File: config.mk
export PLATFORM = sky130hd
export DESIGN_NAME = adc_rd_sequencer
export DESIGN_NICKNAME = d
export VERILOG_FILES = /design/src/rtl/adc_rd_pkg.sv /design/src/rtl/adc_cnv_div.sv /design/src/rtl/adc_read_seq.sv /design/src/rtl/adc_pair_pack.sv /design/src/rtl/adc_rd_sequencer.sv
export SDC_FILE = /design/constraint.sdc
export NUM_CORES = 1
export LEC_CHECK = 0
export ABC_AREA = 0
export BUFFER_PORTS_ARGS = -buffer_cell sky130_fd_sc_hd__buf_4
export CAP_MARGIN = 15
export CORE_MARGIN = 5
export CORE_UTILIZATION = 33
export DETAILED_ROUTE_END_ITERATION = 10
export GPL_TIMING_DRIVEN = 0
export SLEW_MARGIN = 20
export SYNTH_ARGS = -nofsm -noshare
export SYNTH_HDL_FRONTEND = slang
export SYNTH_HIERARCHICAL = 1
export SYNTH_SLANG_ARGS = --single-unit
File: constraint.sdc
create_clock -name clk -period 1.59 [get_ports clk]
set_clock_uncertainty 0.1 [all_clocks]
set_input_delay 0.2385 -clock clk [delete_from_list [all_inputs] [get_ports clk]]
set_output_delay 0.2385 -clock clk [all_outputs]
set_load 0.05 [all_outputs]
File: src/rtl/adc_rd_pkg.sv
package adc_rd_pkg;
  typedef enum logic [1:0] {
    RS_IDLE = 2'd0,
    RS_WAIT = 2'd1,
    RS_READ = 2'd2
  } rd_state_t;

  localparam int unsigned RD_LEN = 3;
  localparam int unsigned RD_MID = 1;
endpackage

File: src/rtl/adc_cnv_div.sv
module adc_cnv_div #(
  parameter int unsigned DIV = 100
) (
  input  logic clk,
  input  logic rst_n,
  output logic cnv_clk,
  output logic fall_now
);
  localparam int unsigned CW   = (DIV > 1) ? $clog2(DIV) : 1;
  localparam int unsigned HALF = DIV / 2;

  logic [CW-1:0] cnt_q;
  logic          cnv_q;

  // the edge at which cnv_q drops back to 0
  assign fall_now = (cnt_q == CW'(DIV - 1));
  assign cnv_clk  = cnv_q;

  always_ff @(posedge clk or negedge rst_n) begin
    if (!rst_n) begin
      cnt_q <= '0;
      cnv_q <= 1'b0;
    end else begin
      if (fall_now) begin
        cnt_q <= '0;
        cnv_q <= 1'b0;
      end else begin
        cnt_q <= cnt_q + 1'b1;
        if (cnt_q == CW'(HALF - 1)) cnv_q <= 1'b1;
      end
    end
  end
endmodule

File: src/rtl/adc_read_seq.sv
module adc_read_seq
  import adc_rd_pkg::*;
#(
  parameter int unsigned RD_DELAY = 4
) (
  input  logic clk,
  input  logic rst_n,
  input  logic fall_now,
  output logic ren_n,
  output logic cap_en
);
  localparam int unsigned WW = $clog2(RD_DELAY + 1);
  localparam int unsigned PW = $clog2(RD_LEN);

  rd_state_t     st_q;
  logic [WW-1:0] wait_q;
  logic [PW-1:0] ph_q;
  logic          ren_q;

  assign ren_n  = ren_q;
  assign cap_en = (st_q == RS_READ) && (ph_q == PW'(RD_MID));

  always_ff @(posedge clk or negedge rst_n) begin
    if (!rst_n) begin
      st_q   <= RS_IDLE;
      wait_q <= '0;
      ph_q   <= '0;
      ren_q  <= 1'b1;
    end else begin
      case (st_q)
        RS_IDLE: begin
          if (fall_now) begin
            wait_q <= WW'(RD_DELAY - 1);
            st_q   <= RS_WAIT;
          end
        end
        RS_WAIT: begin
          if (wait_q == '0) begin
            st_q  <= RS_READ;
            ph_q  <= '0;
            ren_q <= 1'b0;
          end else begin
            wait_q <= wait_q - 1'b1;
          end
        end
        RS_READ: begin
          if (ph_q == PW'(RD_LEN - 1)) begin
            ren_q <= 1'b1;
            st_q  <= RS_IDLE;
          end else begin
            ph_q <= ph_q + 1'b1;
          end
        end
        default: begin
          st_q  <= RS_IDLE;
          ren_q <= 1'b1;
        end
      endcase
    end
  end
endmodule

File: src/rtl/adc_pair_pack.sv
module adc_pair_pack #(
  parameter int unsigned SAMPLE_W = 16
) (
  input  logic                  clk,
  input  logic                  rst_n,
  input  logic                  cap_en,
  input  logic [SAMPLE_W-1:0]   din,
  output logic [2*SAMPLE_W-1:0] word,
  output logic                  valid
);
  logic                  have_first_q;
  logic [SAMPLE_W-1:0]   first_q;
  logic [2*SAMPLE_W-1:0] word_q;
  logic                  valid_q;

  assign word  = word_q;
  assign valid = valid_q;

  always_ff @(posedge clk or negedge rst_n) begin
    if (!rst_n) begin
      have_first_q <= 1'b0;
      first_q      <= '0;
      word_q       <= '0;
      valid_q      <= 1'b0;
    end else begin
      valid_q <= 1'b0;
      if (cap_en) begin
        if (!have_first_q) begin
          first_q      <= din;
          have_first_q <= 1'b1;
        end else begin
          word_q       <= {first_q, din};
          valid_q      <= 1'b1;
          have_first_q <= 1'b0;
        end
      end
    end
  end
endmodule

File: src/rtl/adc_rd_sequencer.sv
module adc_rd_sequencer #(
  parameter int unsigned DIV      = 100,
  parameter int unsigned RD_DELAY = 4,
  parameter int unsigned SAMPLE_W = 16
) (
  input  logic                  clk,
  input  logic                  rst_n,
  output logic                  cnv_clk,
  output logic                  ren_n,
  input  logic [SAMPLE_W-1:0]   adc_data,
  output logic [2*SAMPLE_W-1:0] out_word,
  output logic                  out_valid
);
  logic fall_now;
  logic cap_en;

  adc_cnv_div #(.DIV(DIV)) div_i (
    .clk      (clk),
    .rst_n    (rst_n),
    .cnv_clk  (cnv_clk),
    .fall_now (fall_now)
  );

  adc_read_seq #(.RD_DELAY(RD_DELAY)) seq_i (
    .clk      (clk),
    .rst_n    (rst_n),
    .fall_now (fall_now),
    .ren_n    (ren_n),
    .cap_en   (cap_en)
  );

  adc_pair_pack #(.SAMPLE_W(SAMPLE_W)) pack_i (
    .clk    (clk),
    .rst_n  (rst_n),
    .cap_en (cap_en),
    .din    (adc_data),
    .word   (out_word),
    .valid  (out_valid)
  );
endmodule

==> flow_metrics.env, run 1 <==
export IMPL_status="finished with violations"
export IMPL_violations="setup timing"
export IMPL_pwr_share_clk_pct=39.4
export IMPL_dieWidth_microns=103
export IMPL_max_freq_ghz=0.585
export IMPL_num_rows=33
export IMPL_numCtsBuffers=9
export IMPL_port_buffers=52
export IMPL_drv_cap=0
export IMPL_cts_buffer_depth=2
export IMPL_worst_slew_pin_slew_ns=0.822
export IMPL_antenna_found_initial=0
export IMPL_drtIter0Drc=51
export IMPL_netlist_area_sq_um=2820
export IMPL_die_area_sq_um=10500
export IMPL_cts_max_level=3
export IMPL_first_pass_iters=4
export IMPL_cp_end_kind="register"
export IMPL_hold_depth=2
export IMPL_n_fill_cell=747
export IMPL_via_per_inst=4.56
export IMPL_start_util_pct=34.2
export IMPL_clkSlewWorstSetupHoldPaths_ns=0.08
export IMPL_p_sw_share_pct=25.9
export IMPL_p_leak_uw=0.00194
export IMPL_async_reset_ff_share_pct=100
export IMPL_hp_class="primary input to register"
export IMPL_powerDensity_nw_per_um2=822
export IMPL_grt_pass1_wl_mm=8.71
export IMPL_finalNonFillerCells=381
export IMPL_clock_latency_ns=0.35
export IMPL_overflow=0
export IMPL_synth_top_area_share_pct=57.6
export IMPL_cp_arrival_ns=1.85
export IMPL_num_io_pins=53
export IMPL_vias=1737
export IMPL_hold_viol_final=0
export IMPL_period_needed_ns=1.71
export IMPL_synth_seq_cells=66
export IMPL_synth_edf_count=0
export IMPL_drive_above_1_share_pct=58.0
export IMPL_multi_input_comb_area_sq_um=1190
export IMPL_syn_inst=190
export IMPL_fin_util_pct=46.7
export IMPL_synth_avg_cell_area_sq_um=14.9
export IMPL_setup_viol=48
export IMPL_seqCellArea_sq_um=1650
export IMPL_dp_cells=347
export IMPL_worstSetupPathType="register to register"
export IMPL_die_y_microns=103
export IMPL_hpwl_mm=3.61
export IMPL_synth_largest_area_cell="dfrtp_1"
export IMPL_ys_seq_area_share_pct=58.5
export IMPL_gp_congestion=0.685
export IMPL_maxSlewHeadroom_pct=45.2
export IMPL_yosys_warnings=6
export IMPL_critPathMaxFanout=7
export IMPL_area_growth_synth_to_final_pct=36.6
export IMPL_grt_pass1_vias=1790
export IMPL_wl_mm=5.76
export IMPL_synth_most_common_cell="dfrtp_1"
export IMPL_synthTopCellsByCount="dfrtp_1, mux2_2, mux2_4"
export IMPL_synthesis_nets=214
export IMPL_coreArea_sq_um=8260
export IMPL_pwr_share_comb_pct=6.7
export IMPL_fin_crit_sh_pct=107
export IMPL_grt_max_degree=67
export IMPL_ir_worst_vdd_mv=0.319
export IMPL_synth_cell_type_count=38
export IMPL_synthFlopType="dfrtp_1"
export IMPL_n_antenna_cell=0
export IMPL_clockRootBuffer="clkbuf_8"
export IMPL_drc=0
export IMPL_clkSinkCount=66
export IMPL_cts_tree="done"
export IMPL_p_seq_share_pct=53.9
export IMPL_rsz0062_at_grt="true"
export IMPL_rr_worst_depth=7
export IMPL_worstPathRequired_ns=1.73
export IMPL_power_switching_uw=822
export IMPL_fin_nets=295
export IMPL_setup_worst_path_start_class="register"
export IMPL_grtUsageTotal_pct=10.8
export IMPL_antenna_left=0
export IMPL_p_int_uw=2350
export IMPL_worst_slack_ns=-0.118
export IMPL_slew_violations=0
export IMPL_wl_per_cell_microns=15.1
export IMPL_netlist_top_cells_area="dfrtp_1, mux2_2, mux2_4"
[placed cells by master, fill, tap and decap left out, types with 2 or more instances in the layout]
cell type	instances
buf_6	5
buf_12	4
nand2b_2	2
buf_4	65
inv_1	7
a221oi_2	2
ha_1	4
clkinvlp_4	2
o21ai_0	3
inv_6	2
a22oi_1	2
mux2_4	38
clkbuf_16	2
clkinv_2	2
dfrtp_1	64
xnor2_1	3
nand3_1	3
nor2b_4	3
clkbuf_8	9
mux2_2	10
a21oi_1	2
nor2_1	9
nor2b_1	2
nand2_1	4
mux2i_1	3
a31oi_1	2
ha_2	2
[timing repair]
item | CTS | global route
gates cloned | 1 | 2
hold buffers | 1 | 0
endpoints found under the setup margin | 49 | 51
hold endpoints to repair | 65 | 0
gates resized for setup | 14 | 29
setup buffers | 9 | 8
pin swaps | 1 | 1
[layer usage]
layer | routed length, microns | global-route usage (%) | up-vias
met4 | 87 | 4.84 | 0
met5 | 0 | 0 | -
li1 | - | - | 820
met3 | 466 | 4.19 | 9
met1 | 2640 | 14.4 | 861
met2 | 2570 | 15.6 | 47
[area by class of cell]
class	instances	area share [%]
Multi-Input combinational cell	110	30.7
Timing Repair Buffer	72	15.6
Sequential cell	66	42.9
Inverter	7	0.681
Buffer	5	2.14
Tap cell	105	3.41
Clock buffer	9	3.21
Clock inverter	7	1.33
[worst max-delay path, cell delays in order (launching register included)]
cell	delay, ns
dfrtp_1	0.36
inv_1	0.05
ha_2	0.16
and3b_2	0.20
buf_6	0.13
nand2_8	0.11
clkbuf_16	0.17
mux2_2	0.32
[metrics by stage]
| stage | area, sq um | power, uW | setup WS, ns | hold slack [ns] | TNS (ns) |
|---|---|---|---|---|---|
| 3_5_place_dp | 3350 | 1950 | -0.225 | 0.298 | -8.79 |
| 3_3_place_gp | 3350 | 1940 | -0.206 | 0.304 | -7.60 |
| 5_1_grt | 3860 | 3310 | -0.174 | 0.00688 | -7.50 |
| 2_1_floorplan | 2830 | 1830 | -0.120 | -0.157 | -2.27 |
| 4_1_cts | 3700 | 3220 | -0.166 | 0.00581 | -5.81 |
| 6_report | 3860 | 3170 | -0.118 | 0.0260 | -4.29 |
[power by group through the flow]
stage               Clock [uW]  Combinational (uW)  Sequential, uW
finish                    1250                 212            1710
global route              1370                 228            1710
CTS                       1310                 207            1710
detailed placement           0                 204            1740
global placement             0                 204            1740
floorplan                    0                18.5            1820
[kinds of logic after synthesis]
kind of cell             after synthesis  synth area share, %
AO/OA/AOI/OAI                         13                 3.50
XOR/XNOR                               4                 1.24
adder cells (fa/ha/maj)                6                 2.66
buffers and inverters                 14                 4.03
flip-flops                            66                 58.5
multiplexers                          51                 21.5
AND/OR/NAND/NOR                       36                 8.51
[worst paths after layout]
check / startpoint / end / slack [ns]
setup / recovery: seq_i/ph_q[1]$_DFFE_PN0P_ / pack_i/word[10]$_DFFE_PN0P_ / -0.12
hold / removal: adc_data[9] / pack_i/first_q[9]$_DFFE_PN0P_ / 0.03
setup reg to reg: seq_i/ph_q[1]$_DFFE_PN0P_ / pack_i/word[10]$_DFFE_PN0P_ / -0.12
hold reg to reg: div_i/cnv_clk$_DFFE_PN0P_ / div_i/cnv_clk$_DFFE_PN0P_ / 0.40
max in group asynchronous: rst_n / div_i/cnt_q[3]$_DFF_PN0_ / 0.39
min in group asynchronous: rst_n / pack_i/word[6]$_DFFE_PN0P_ / 0.43
[state kept, by name, summed over array words and instances (netlist names)]
register             cells
seq_i/wait_q             3
pack_i/have_first_q      1
pack_i/valid             1
div_i/cnt_q              7
seq_i/st_q               2
pack_i/word             32
seq_i/ren_n              1
pack_i/first_q          16
div_i/cnv_clk            1
seq_i/ph_q               2
No activity file was read; power rests on OpenSTA's default activity.
==> run 2: changes to the inputs <==
--- a/config.mk
+++ b/config.mk
@@ -9,5 +9,4 @@
 export BUFFER_PORTS_ARGS = -buffer_cell sky130_fd_sc_hd__buf_4
 export CAP_MARGIN = 15
-export CORE_MARGIN = 5
 export CORE_UTILIZATION = 33
 export DETAILED_ROUTE_END_ITERATION = 10
==> constraint.sdc (replaced) <==
create_clock -name clk -period 1.59 [get_ports clk]
set_clock_uncertainty 0.1 [all_clocks]
set_input_delay 0.318 -clock clk [delete_from_list [all_inputs] [get_ports clk]]
set_output_delay 0.318 -clock clk [all_outputs]
set_load 0.05 [all_outputs]
==> flow_metrics.env, run 2 (same netlist as run 1, synthesis figures left out) <==
export IMPL_status="finished with violations"
export IMPL_violations="setup timing"
export IMPL_largest_reg_flops=32
export IMPL_max_freq_ghz=0.574
export IMPL_slew_violations=0
export IMPL_n_antenna_cell=0
export IMPL_drv_cap=0
export IMPL_critical_path_top_delay_family="simple AND/OR/NAND/NOR gates"
export IMPL_clockRootBuffer="clkbuf_8"
export IMPL_num_rows=33
export IMPL_powerDensity_nw_per_um2=869
export IMPL_dp_cells=347
export IMPL_path_cells="inv_1 > ha_2 > and3b_2 > nor2b_4 > buf_12 > buf_12 > mux2_4"
export IMPL_min_to="pack_i/first_q[12]$_DFFE_PN0P_"
export IMPL_fin_nets=295
export IMPL_num_io_pins=53
export IMPL_dieWidth_microns=94.5
export IMPL_cp_num_buf_inv=3
export IMPL_first_pass_iters=4
export IMPL_period_needed_ns=1.74
export IMPL_cts_tree="done"
export IMPL_vias=1733
export IMPL_timing_setup_tns_ns=-5.34
export IMPL_grtUsageTotal_pct=12.7
export IMPL_wl_mm=5.36
export IMPL_antenna_left=0
export IMPL_overflow=0
export IMPL_numCtsBuffers=9
export IMPL_hold_depth=2
export IMPL_setup_viol=48
export IMPL_n_fill_cell=757
export IMPL_worst_slack_ns=-0.151
export IMPL_ir_worst_vdd_mv=0.425
export IMPL_critPathMaxFanout=5
export IMPL_grt_pass1_wl_mm=8.50
export IMPL_hold_start="adc_data[12]"
export IMPL_wl_per_cell_microns=14.1
export IMPL_p_leak_uw=0.00188
export IMPL_cts_buffer_depth=2
export IMPL_reg2reg_from="seq_i/ph_q[1]$_DFFE_PN0P_"
export IMPL_hold_viol_final=0
export IMPL_drc=0
export IMPL_port_buffers=52
export IMPL_hold_slack_ns=0.117
export IMPL_cp_arrival_ns=1.86
export IMPL_antenna_found_initial=0
export IMPL_rr_worst_depth=7
export IMPL_die_y_microns=94.5
export IMPL_reg2reg_to="pack_i/first_q[4]$_DFFE_PN0P_"
export IMPL_cts_max_level=3
export IMPL_worstSetupPathType="register to register"
export IMPL_start_util_pct=34.2
export IMPL_worstPathRequired_ns=1.71
export IMPL_worst_slew_pin_slew_ns=0.824
export IMPL_coreArea_sq_um=8260
export IMPL_cpMostUsedCell="buf_12"
export IMPL_max_stage_delay_ns=0.38
export IMPL_drive_above_1_share_pct=58.0
export IMPL_worst_r2r_setup_slack_ns=-0.15
export IMPL_final_cell_mix="dfrtp_1, buf_4, mux2_2"
export IMPL_clkSinkCount=66
export IMPL_gp_congestion=0.739
export IMPL_maxSlewHeadroom_pct=45.1
export IMPL_fin_crit_sh_pct=109
export IMPL_final_common_cell="dfrtp_1"
export IMPL_power_uw=3320
export IMPL_grt_max_degree=67
export IMPL_clock_latency_ns=0.34
export IMPL_hp_class="primary input to register"
export IMPL_pre_cts_ws_ns=-0.231
export IMPL_area_growth_synth_to_final_pct=35.4
export IMPL_rsz0062_at_grt="true"
export IMPL_drtIter0Drc=45
export IMPL_clkSlewWorstSetupHoldPaths_ns=0.08
export IMPL_hpwl_mm=3.36
export IMPL_setup_worst_path_start_class="register"
export IMPL_via_per_inst=4.55
export IMPL_grt_pass1_vias=1704
export IMPL_cp_end_kind="register"
export IMPL_finalNonFillerCells=381
export IMPL_crit_path_top_delay_cell="dfrtp_1"
export IMPL_die_area_sq_um=8930
==> run 2: cell count changes in the layout (fill, tap and decap cells not counted), sizes merged <==
cell,previous run,this run
bufinv,0,1
clkbuf,11,10
buf,74,75
clkinvlp,2,1
==> run 2: final cells by class <==
type	instances	area [sq um]	share of cell area, %
plain buffers	6	103	2.68
clock buffers	9	124	3.24
clock inverters	7	77.6	2.03
inverters	7	26.3	0.687
multi-input cells	110	1130	29.5
flip-flops and latches	66	1650	43.2
well taps	105	131	3.43
repair buffers	71	581	15.2
==> run 2: how the worst max path moves through the flow <==
stage          cells past startpoint                              to  slack (ns)                 startpoint
6_report                           7   pack_i/first_q[4]$_DFFE_PN0P_       -0.15  seq_i/ph_q[1]$_DFFE_PN0P_
5_1_grt                            7   pack_i/first_q[4]$_DFFE_PN0P_       -0.20  seq_i/ph_q[1]$_DFFE_PN0P_
4_1_cts                            8   pack_i/first_q[4]$_DFFE_PN0P_       -0.17  seq_i/ph_q[1]$_DFFE_PN0P_
3_5_place_dp                       5      pack_i/word[8]$_DFFE_PN0P_       -0.23  seq_i/ph_q[0]$_DFFE_PN0P_
3_3_place_gp                       6   pack_i/first_q[9]$_DFFE_PN0P_       -0.20  seq_i/st_q[0]$_DFFE_PN0P_
2_1_floorplan                      6  pack_i/first_q[10]$_DFFE_PN0P_       -0.12  seq_i/st_q[0]$_DFFE_PN0P_
==> run 2: metrics by stage <==
stage | area [sq um] | utilization [%]
after floorplan | 2830 | -
after global placement | 3350 | 40.6
after detailed placement | 3350 | 40.6
after CTS | 3750 | 45.4
after global routing | 3820 | 46.3
final | 3820 | 46.3
==> run 2: per-layer routing <==
layer / GRT usage, % / vias up / routed length, microns
met5: 0 / - / 0
li1: - / 825 / -
met2: 18.1 / 47 / 2370
met1: 17.8 / 852 / 2620
met4: 6.44 / 0 / 83
met3: 3.38 / 9 / 294
==> run 2: timing repair <==
action	4_1_cts	5_1_grt
endpoints found under the setup margin	49	51
hold buffers	1	0
gates resized for setup	14	14
pin swaps	1	1
hold endpoints to repair	13	0
cloned	1	1
buffers inserted	10	8
==> run 2: power by group <==
part	switching, uW	total (uW)	internal (uW)
Sequential	10.1	1710	1700
Combinational	132	203	71.5
Clock	674	1410	737
Total	816	3320	2510
==> run 2: worst register-to-register path: stages, from the launching register on <==
cell	delay, ns
dfrtp_1	0.38
inv_1	0.06
ha_2	0.15
and3b_2	0.19
nor2b_4	0.21
buf_12	0.13
buf_12	0.11
mux2_4	0.30
